### src/rtl/rxdma_pkg.sv
package rxdma_pkg;
  typedef enum logic {ST_IDLE, ST_DRAIN} dmaState_t;

  typedef struct packed {
    logic push;
    logic pop;
    logic advance;
    logic loadPtr;
    logic loadCount;
    logic decRemain;
    logic decDrain;
    logic abort;
  } dmaCtl_t;
endpackage

### src/rtl/rxdma_ctrl.sv
module rxdma_ctrl
  import rxdma_pkg::*;
(
  input  logic    clk,
  input  logic    rstN,
  input  logic    rxValid,
  input  logic    cntWrEn,
  input  logic    addrWrEn,
  input  logic    memReady,
  input  logic    remainZero,
  input  logic    fifoFull,
  input  logic    drainLast,
  input  logic    drainNeeded,
  output dmaCtl_t ctl,
  output logic    busy,
  output logic    rxReady,
  output logic    memValid,
  output logic    drainSel
);
  dmaState_t state, stateNext;
  logic beat;
  logic directOk;

  always_comb begin
    busy     = (state == ST_DRAIN);
    drainSel = busy;
    directOk = !busy && !remainZero && !cntWrEn;
    memValid = busy || (directOk && rxValid);
    rxReady  = !busy && !cntWrEn && (remainZero ? !fifoFull : memReady);
    beat     = memValid && memReady;

    ctl           = '0;
    ctl.pop       = busy && beat;
    ctl.decDrain  = busy && beat;
    ctl.decRemain = !busy && beat;
    ctl.advance   = beat;
    ctl.push      = rxValid && rxReady && remainZero;
    ctl.loadPtr   = addrWrEn;
    ctl.abort     = addrWrEn;
    ctl.loadCount = cntWrEn && !busy && !addrWrEn;
  end

  always_comb begin
    stateNext = state;
    if (addrWrEn)
      stateNext = ST_IDLE;
    else if (busy && beat && drainLast)
      stateNext = ST_IDLE;
    else if (ctl.loadCount && drainNeeded)
      stateNext = ST_DRAIN;
  end

  always_ff @(posedge clk) begin
    if (!rstN) state <= ST_IDLE;
    else       state <= stateNext;
  end
endmodule

### src/rtl/rxdma_dpath.sv
module rxdma_dpath
  import rxdma_pkg::*;
#(
  parameter int DEPTH = 16,
  parameter int AW    = 32,
  parameter int CW    = 16,
  parameter int DW    = 8,
  localparam int IW   = (DEPTH > 1) ? $clog2(DEPTH) : 1,
  localparam int NW   = $clog2(DEPTH + 1)
)(
  input  logic          clk,
  input  logic          rstN,
  input  dmaCtl_t       ctl,
  input  logic          drainSel,
  input  logic [DW-1:0] rxData,
  input  logic [AW-1:0] addrIn,
  input  logic [CW-1:0] lenIn,
  output logic [AW-1:0] ptr,
  output logic [CW-1:0] remain,
  output logic [NW-1:0] count,
  output logic [CW-1:0] capacity,
  output logic [DW-1:0] memData,
  output logic          remainZero,
  output logic          fifoFull,
  output logic          drainLast,
  output logic          drainNeeded
);
  logic [DW-1:0] store [DEPTH];
  logic [IW-1:0] rdIdx, wrIdx;
  logic [NW-1:0] drainLeft;
  logic [CW-1:0] occWide;

  function automatic logic [IW-1:0] wrapInc(input logic [IW-1:0] v);
    return (v == IW'(DEPTH - 1)) ? '0 : v + 1'b1;
  endfunction

  always_comb begin
    occWide     = CW'(count);
    remainZero  = (remain == '0);
    fifoFull    = (count == NW'(DEPTH));
    drainLast   = (drainLeft == NW'(1));
    drainNeeded = (count != '0) && (lenIn != '0);
    capacity    = remainZero ? (CW'(DEPTH) - occWide) : remain;
    memData     = drainSel ? store[rdIdx] : rxData;
  end

  always_ff @(posedge clk) begin
    if (ctl.push) store[wrIdx] <= rxData;
  end

  always_ff @(posedge clk) begin
    if (!rstN) begin
      rdIdx <= '0;
      wrIdx <= '0;
      count <= '0;
    end else begin
      if (ctl.push) wrIdx <= wrapInc(wrIdx);
      if (ctl.pop)  rdIdx <= wrapInc(rdIdx);
      count <= count + NW'(ctl.push) - NW'(ctl.pop);
    end
  end

  always_ff @(posedge clk) begin
    if (!rstN) begin
      ptr       <= '0;
      remain    <= '0;
      drainLeft <= '0;
    end else begin
      if (ctl.loadPtr)      ptr <= addrIn;
      else if (ctl.advance) ptr <= ptr + 1'b1;

      if (ctl.abort) begin
        remain    <= '0;
        drainLeft <= '0;
      end else if (ctl.loadCount) begin
        if (occWide < lenIn) begin
          drainLeft <= count;
          remain    <= lenIn - occWide;
        end else begin
          drainLeft <= NW'(lenIn);
          remain    <= '0;
        end
      end else begin
        if (ctl.decRemain) remain    <= remain - 1'b1;
        if (ctl.decDrain)  drainLeft <= drainLeft - 1'b1;
      end
    end
  end
endmodule

### src/rtl/rxdma_engine.sv
module rxdma_engine
  import rxdma_pkg::*;
#(
  parameter int DEPTH = 16,
  parameter int AW    = 32,
  parameter int CW    = 16,
  parameter int DW    = 8,
  localparam int NW   = $clog2(DEPTH + 1)
)(
  input  logic          clk,
  input  logic          rstN,
  input  logic          rxValid,
  input  logic [DW-1:0] rxData,
  output logic          rxReady,
  output logic [CW-1:0] rxCapacity,
  input  logic          addrWrEn,
  input  logic [AW-1:0] addrWrData,
  input  logic          cntWrEn,
  input  logic [CW-1:0] cntWrData,
  output logic [AW-1:0] dmaAddr,
  output logic [CW-1:0] dmaRemain,
  output logic [NW-1:0] fifoCount,
  output logic          busy,
  output logic          memValid,
  output logic [AW-1:0] memAddr,
  output logic [DW-1:0] memData,
  input  logic          memReady
);
  dmaCtl_t ctl;
  logic drainSel, remainZero, fifoFull, drainLast, drainNeeded;

  rxdma_ctrl u_ctrl (
    .clk(clk), .rstN(rstN), .rxValid(rxValid), .cntWrEn(cntWrEn),
    .addrWrEn(addrWrEn), .memReady(memReady), .remainZero(remainZero),
    .fifoFull(fifoFull), .drainLast(drainLast), .drainNeeded(drainNeeded),
    .ctl(ctl), .busy(busy), .rxReady(rxReady), .memValid(memValid),
    .drainSel(drainSel)
  );

  rxdma_dpath #(.DEPTH(DEPTH), .AW(AW), .CW(CW), .DW(DW)) u_dpath (
    .clk(clk), .rstN(rstN), .ctl(ctl), .drainSel(drainSel),
    .rxData(rxData), .addrIn(addrWrData), .lenIn(cntWrData),
    .ptr(dmaAddr), .remain(dmaRemain), .count(fifoCount),
    .capacity(rxCapacity), .memData(memData), .remainZero(remainZero),
    .fifoFull(fifoFull), .drainLast(drainLast), .drainNeeded(drainNeeded)
  );

  assign memAddr = dmaAddr;
endmodule

### config.mk
export PLATFORM = sky130hd
export DESIGN_NAME = rxdma_engine
export DESIGN_NICKNAME = d
export VERILOG_FILES = /design/src/rtl/rxdma_pkg.sv /design/src/rtl/rxdma_ctrl.sv /design/src/rtl/rxdma_dpath.sv /design/src/rtl/rxdma_engine.sv
export SDC_FILE = /design/constraint.sdc
export NUM_CORES = 1
export LEC_CHECK = 0
export BUFFER_PORTS_ARGS = -buffer_cell sky130_fd_sc_hd__buf_2
export CORE_MARGIN = 1
export CORE_UTILIZATION = 40
export CTS_BUF_LIST = sky130_fd_sc_hd__clkbuf_2
export CTS_CLUSTER_DIAMETER = 80
export DETAILED_ROUTE_END_ITERATION = 16
export GPL_ROUTABILITY_DRIVEN = 0
export HOLD_SLACK_MARGIN = 0.12
export PLACE_DENSITY = 0.67
export SLEW_MARGIN = 0
export SYNTH_ARGS = -nofsm -noshare
export SYNTH_HDL_FRONTEND = slang
export SYNTH_HIERARCHICAL = 1
export SYNTH_SLANG_ARGS = --single-unit
export TNS_END_PERCENT = 1
### constraint.sdc
create_clock -name clk -period 3.2 [get_ports clk]
set_clock_uncertainty 0.15 [all_clocks]
set_input_delay 0.48 -clock clk [delete_from_list [all_inputs] [get_ports clk]]
set_output_delay 0.48 -clock clk [all_outputs]
set_load 0.03 [all_outputs]
==> run_results.csv <==
group,metric,value,unit
critical_path,cp_max_fo,2,
die,core,0.0244,mm2
clock_network,cts_tree,"built",
grt,first_global_vias,7399,
finish,fin_nets,1205,
grt,grtUsageTotal,0.197,
yosys,synth-seq-cells,199,
sta,min_period_over_period,1.16,
place,dpl.hpwl,16800,um
grt,antenna_found_initial,0,
die,die_y,160,um
die,dieWidth,160,um
grt,grt_start_max_net_pins,39,
finish,diodes,0,
critical_path,end_kind,"primary output",
finish,final_cells,1452,
critical_path,critPathLaunchType,"register",
sta,worst_slew_pin_slew,1.01,ns
route,vias_per_cell,5.27,
place,placed_cells,1326,
route,drt_pass1_iterations,5,
route,routedWlPerCell,17.2,um
die,row_count,57,
sta,drv_slew,0,
grt,grt_pass1_wl,39500,um
pwr,vdd_drop_max,0.000392,V
sta,rsz0062_at_grt,"yes",
clock_network,numCtsBuffers,17,
finish,fillers,2143,
yosys,syn_area_per_cell,11.9,um2
sta,holdWs,0.296,ns
finish,fin_util,0.528,
sta,fmax,269,MHz
yosys,synth_area,0.00998,mm2
sta,setup-violations-final,162,
yosys,syn_inst,835,
pwr,p_leak,0.00497,uW
clock_network,root_buffer,"clkbuf_2",
clock_network,clk_path_buf_depth,2,
flow_run,cap_violations,0,
yosys,yosys_warnings,6,
route,antenna_left,0,
route,drc,0,
critical_path,cp.required,2.57,ns
place,pre_cts_ws,-0.234,ns
route,routed_wirelength,24900,um
clock_network,clk_pin_slew,0.33,ns
critical_path,slowest_stage,"or4_4",
place,port_buffers,173,
clock_network,numClockSinks,199,
yosys,syn_nets,925,
yosys,async_flop_share,0,
yosys,synth_edf_count,128,
route,drt_iter0_markers,608,
critical_path,cp_data_arrival_time,3.09,ns
yosys,yosysSeqAreaShare,0.528,
run_status,failed_checks,"negative setup slack",
yosys,synth-main-ff-cell,"edfxtp_1",
run_status,status,"finished with violations",
finish,drive_above_1_share,0.338,
sta,hold_viol,0,
finish,areaGrowthSynthToFinish,29.0,%
sta,setup_total_negative_slack,-22.68,ns
die,pin_count,174,
critical_path,cp_slowest_stage_delay,0.53,ns
sta,worst_slack,-0.515,ns
die,die-area,0.0256,mm2
clock_network,htreeDepth,4,
critical_path,path_cells,"or4_4 -> or4b_4 -> nor4_4 -> nand2b_1 -> buf_4 -> a211oi_4 -> buf_6",
yosys,ys_types,67,
die,start_util,0.409,
route,vias,7655,
hold_path,hold_path.class,"input pin to register",
grt,overflow,0,
pwr,p_per_area,477,mW/mm2
clock_network,insertion_delay,0.77,ns
critical_path,crit_type,"register to primary output",
sta,relSlewSlack,0.326,
sta,period_needed,3.72,ns
-- path summary, 6_finish.rpt --
path / startpoint / to / slack, ns / cells past startpoint
worst max-delay path: u_dpath/remain[4]$_SDFFE_PP0P_ / rxReady / -0.52 / 7
worst min-delay path: addrWrData[6] / u_dpath/ptr[6]$_SDFFE_PN0P_ / 0.30 / 4
worst min register to register: u_dpath/rdIdx[3]$_SDFFE_PN0P_ / register / 0.38 / 2
worst max register to register: u_dpath/remain[4]$_SDFFE_PP0P_ / u_dpath/count[4]$_SDFF_PN0_ / -0.36 / 14
-- cell type report --
class                   count  area (um2)  share of cell area
clock buffers              18        90.1             0.00700
clock inverters            14         175              0.0136
repair buffers            334        2490               0.193
well taps                 324         405              0.0315
flip-flops and latches    199        5280               0.410
inverters                  30         113             0.00875
multi-input cells         533        4320               0.336
-- kinds of logic (layout without fill, tap and decap cells) --
family | after synthesis | in the layout | synth area share
simple gates | 231 | 232 | 0.136
fa+ha+maj | 28 | 28 | 0.0366
mux | 55 | 55 | 0.0973
flops | 199 | 199 | 0.528
buf+inv | 104 | 396 | 0.0546
compound gates | 157 | 157 | 0.0939
xor+xnor | 61 | 61 | 0.0536
-- Yosys cell counts (all sizes together) (24+ instances only) --
master / n / area, um2
a21oi: 47 / 235
edfxtp: 128 / 3840
clkbuf: 29 / 111
nor2: 44 / 165
inv: 29 / 109
and2: 24 / 150
o21ai: 49 / 245
mux4: 32 / 721
xor2: 39 / 342
ha: 26 / 325
dfxtp: 71 / 1420
buf: 45 / 320
nand2: 25 / 93.8
-- power breakdown --
part           internal (uW)  switching [uW]  leakage, uW
Sequential              2810            91.6      0.00174
Clock                    343             928     0.000156
Combinational            827            1140      0.00307
Total                   3980            2160      0.00497
-- flip-flops by register name, indices dropped and copies added, names as in the netlist, named ones only --
| register | cells |
|---|---|
| u_dpath/store | 128 |
| u_dpath/ptr | 32 |
| u_dpath/remain | 16 |
| u_dpath/count | 5 |
| u_dpath/drainLeft | 5 |
| u_dpath/rdIdx | 4 |
| u_dpath/wrIdx | 4 |
| u_ctrl/busy | 1 |
-- per-layer routing --
layer,vias up,track usage,wire length [um]
li1,3644,-,-
met1,3717,0.261,10800
met2,268,0.333,12400
met3,26,0.0369,1430
met4,0,0.0476,312
met5,-,0,0
-- placed cells by master, fill, tap and decap left out, types with 6 or more instances in the layout --
| cell type | instances |
|---|---|
| nor2_1 | 41 |
| xnor2_1 | 22 |
| nand2b_2 | 10 |
| edfxtp_1 | 128 |
| nand3_1 | 21 |
| o22ai_1 | 11 |
| buf_2 | 148 |
| mux2i_1 | 7 |
| dfxtp_1 | 63 |
| and3_1 | 8 |
| clkbuf_2 | 18 |
| buf_4 | 74 |
| mux2_4 | 7 |
| inv_1 | 29 |
| mux4_2 | 32 |
| o21ai_0 | 41 |
| xor2_1 | 39 |
| dfxtp_2 | 6 |
| nand4_1 | 18 |
| o21ai_1 | 6 |
| and2_1 | 20 |
| nor4_1 | 15 |
| a22oi_2 | 7 |
| mux2_2 | 9 |
| nor3_1 | 12 |
| nand2b_1 | 10 |
| buf_6 | 15 |
| dlygate4sd3_1 | 92 |
| nand2_1 | 25 |
| a31oi_1 | 7 |
| ha_1 | 25 |
| a21oi_1 | 47 |
-- what timing repair did --
item,4_1_cts,5_1_grt
hold buffers,92,0
resized for setup,59,25
gates cloned,1,0
setup endpoints to repair,155,177
hold endpoints to repair,184,0
pin swaps,9,2
buffers inserted,1,0
-- critical path: cells and delay by family, from the launching register on --
family                 cells  cell delay [ns]
AOI/OAI and AO/OA          1             0.26
buffers and inverters      2             0.34
DFF                        1             0.40
and+or+nand+nor            4             1.35
-- metrics by stage --
stage	total power, uW	cell area [um2]
after global routing	6480	12900
final	6140	12900
after CTS	6140	12800
after global placement	4630	11400
after detailed placement	4640	11400
after floorplan	4140	10000
(Power assumes the default switching activity.)
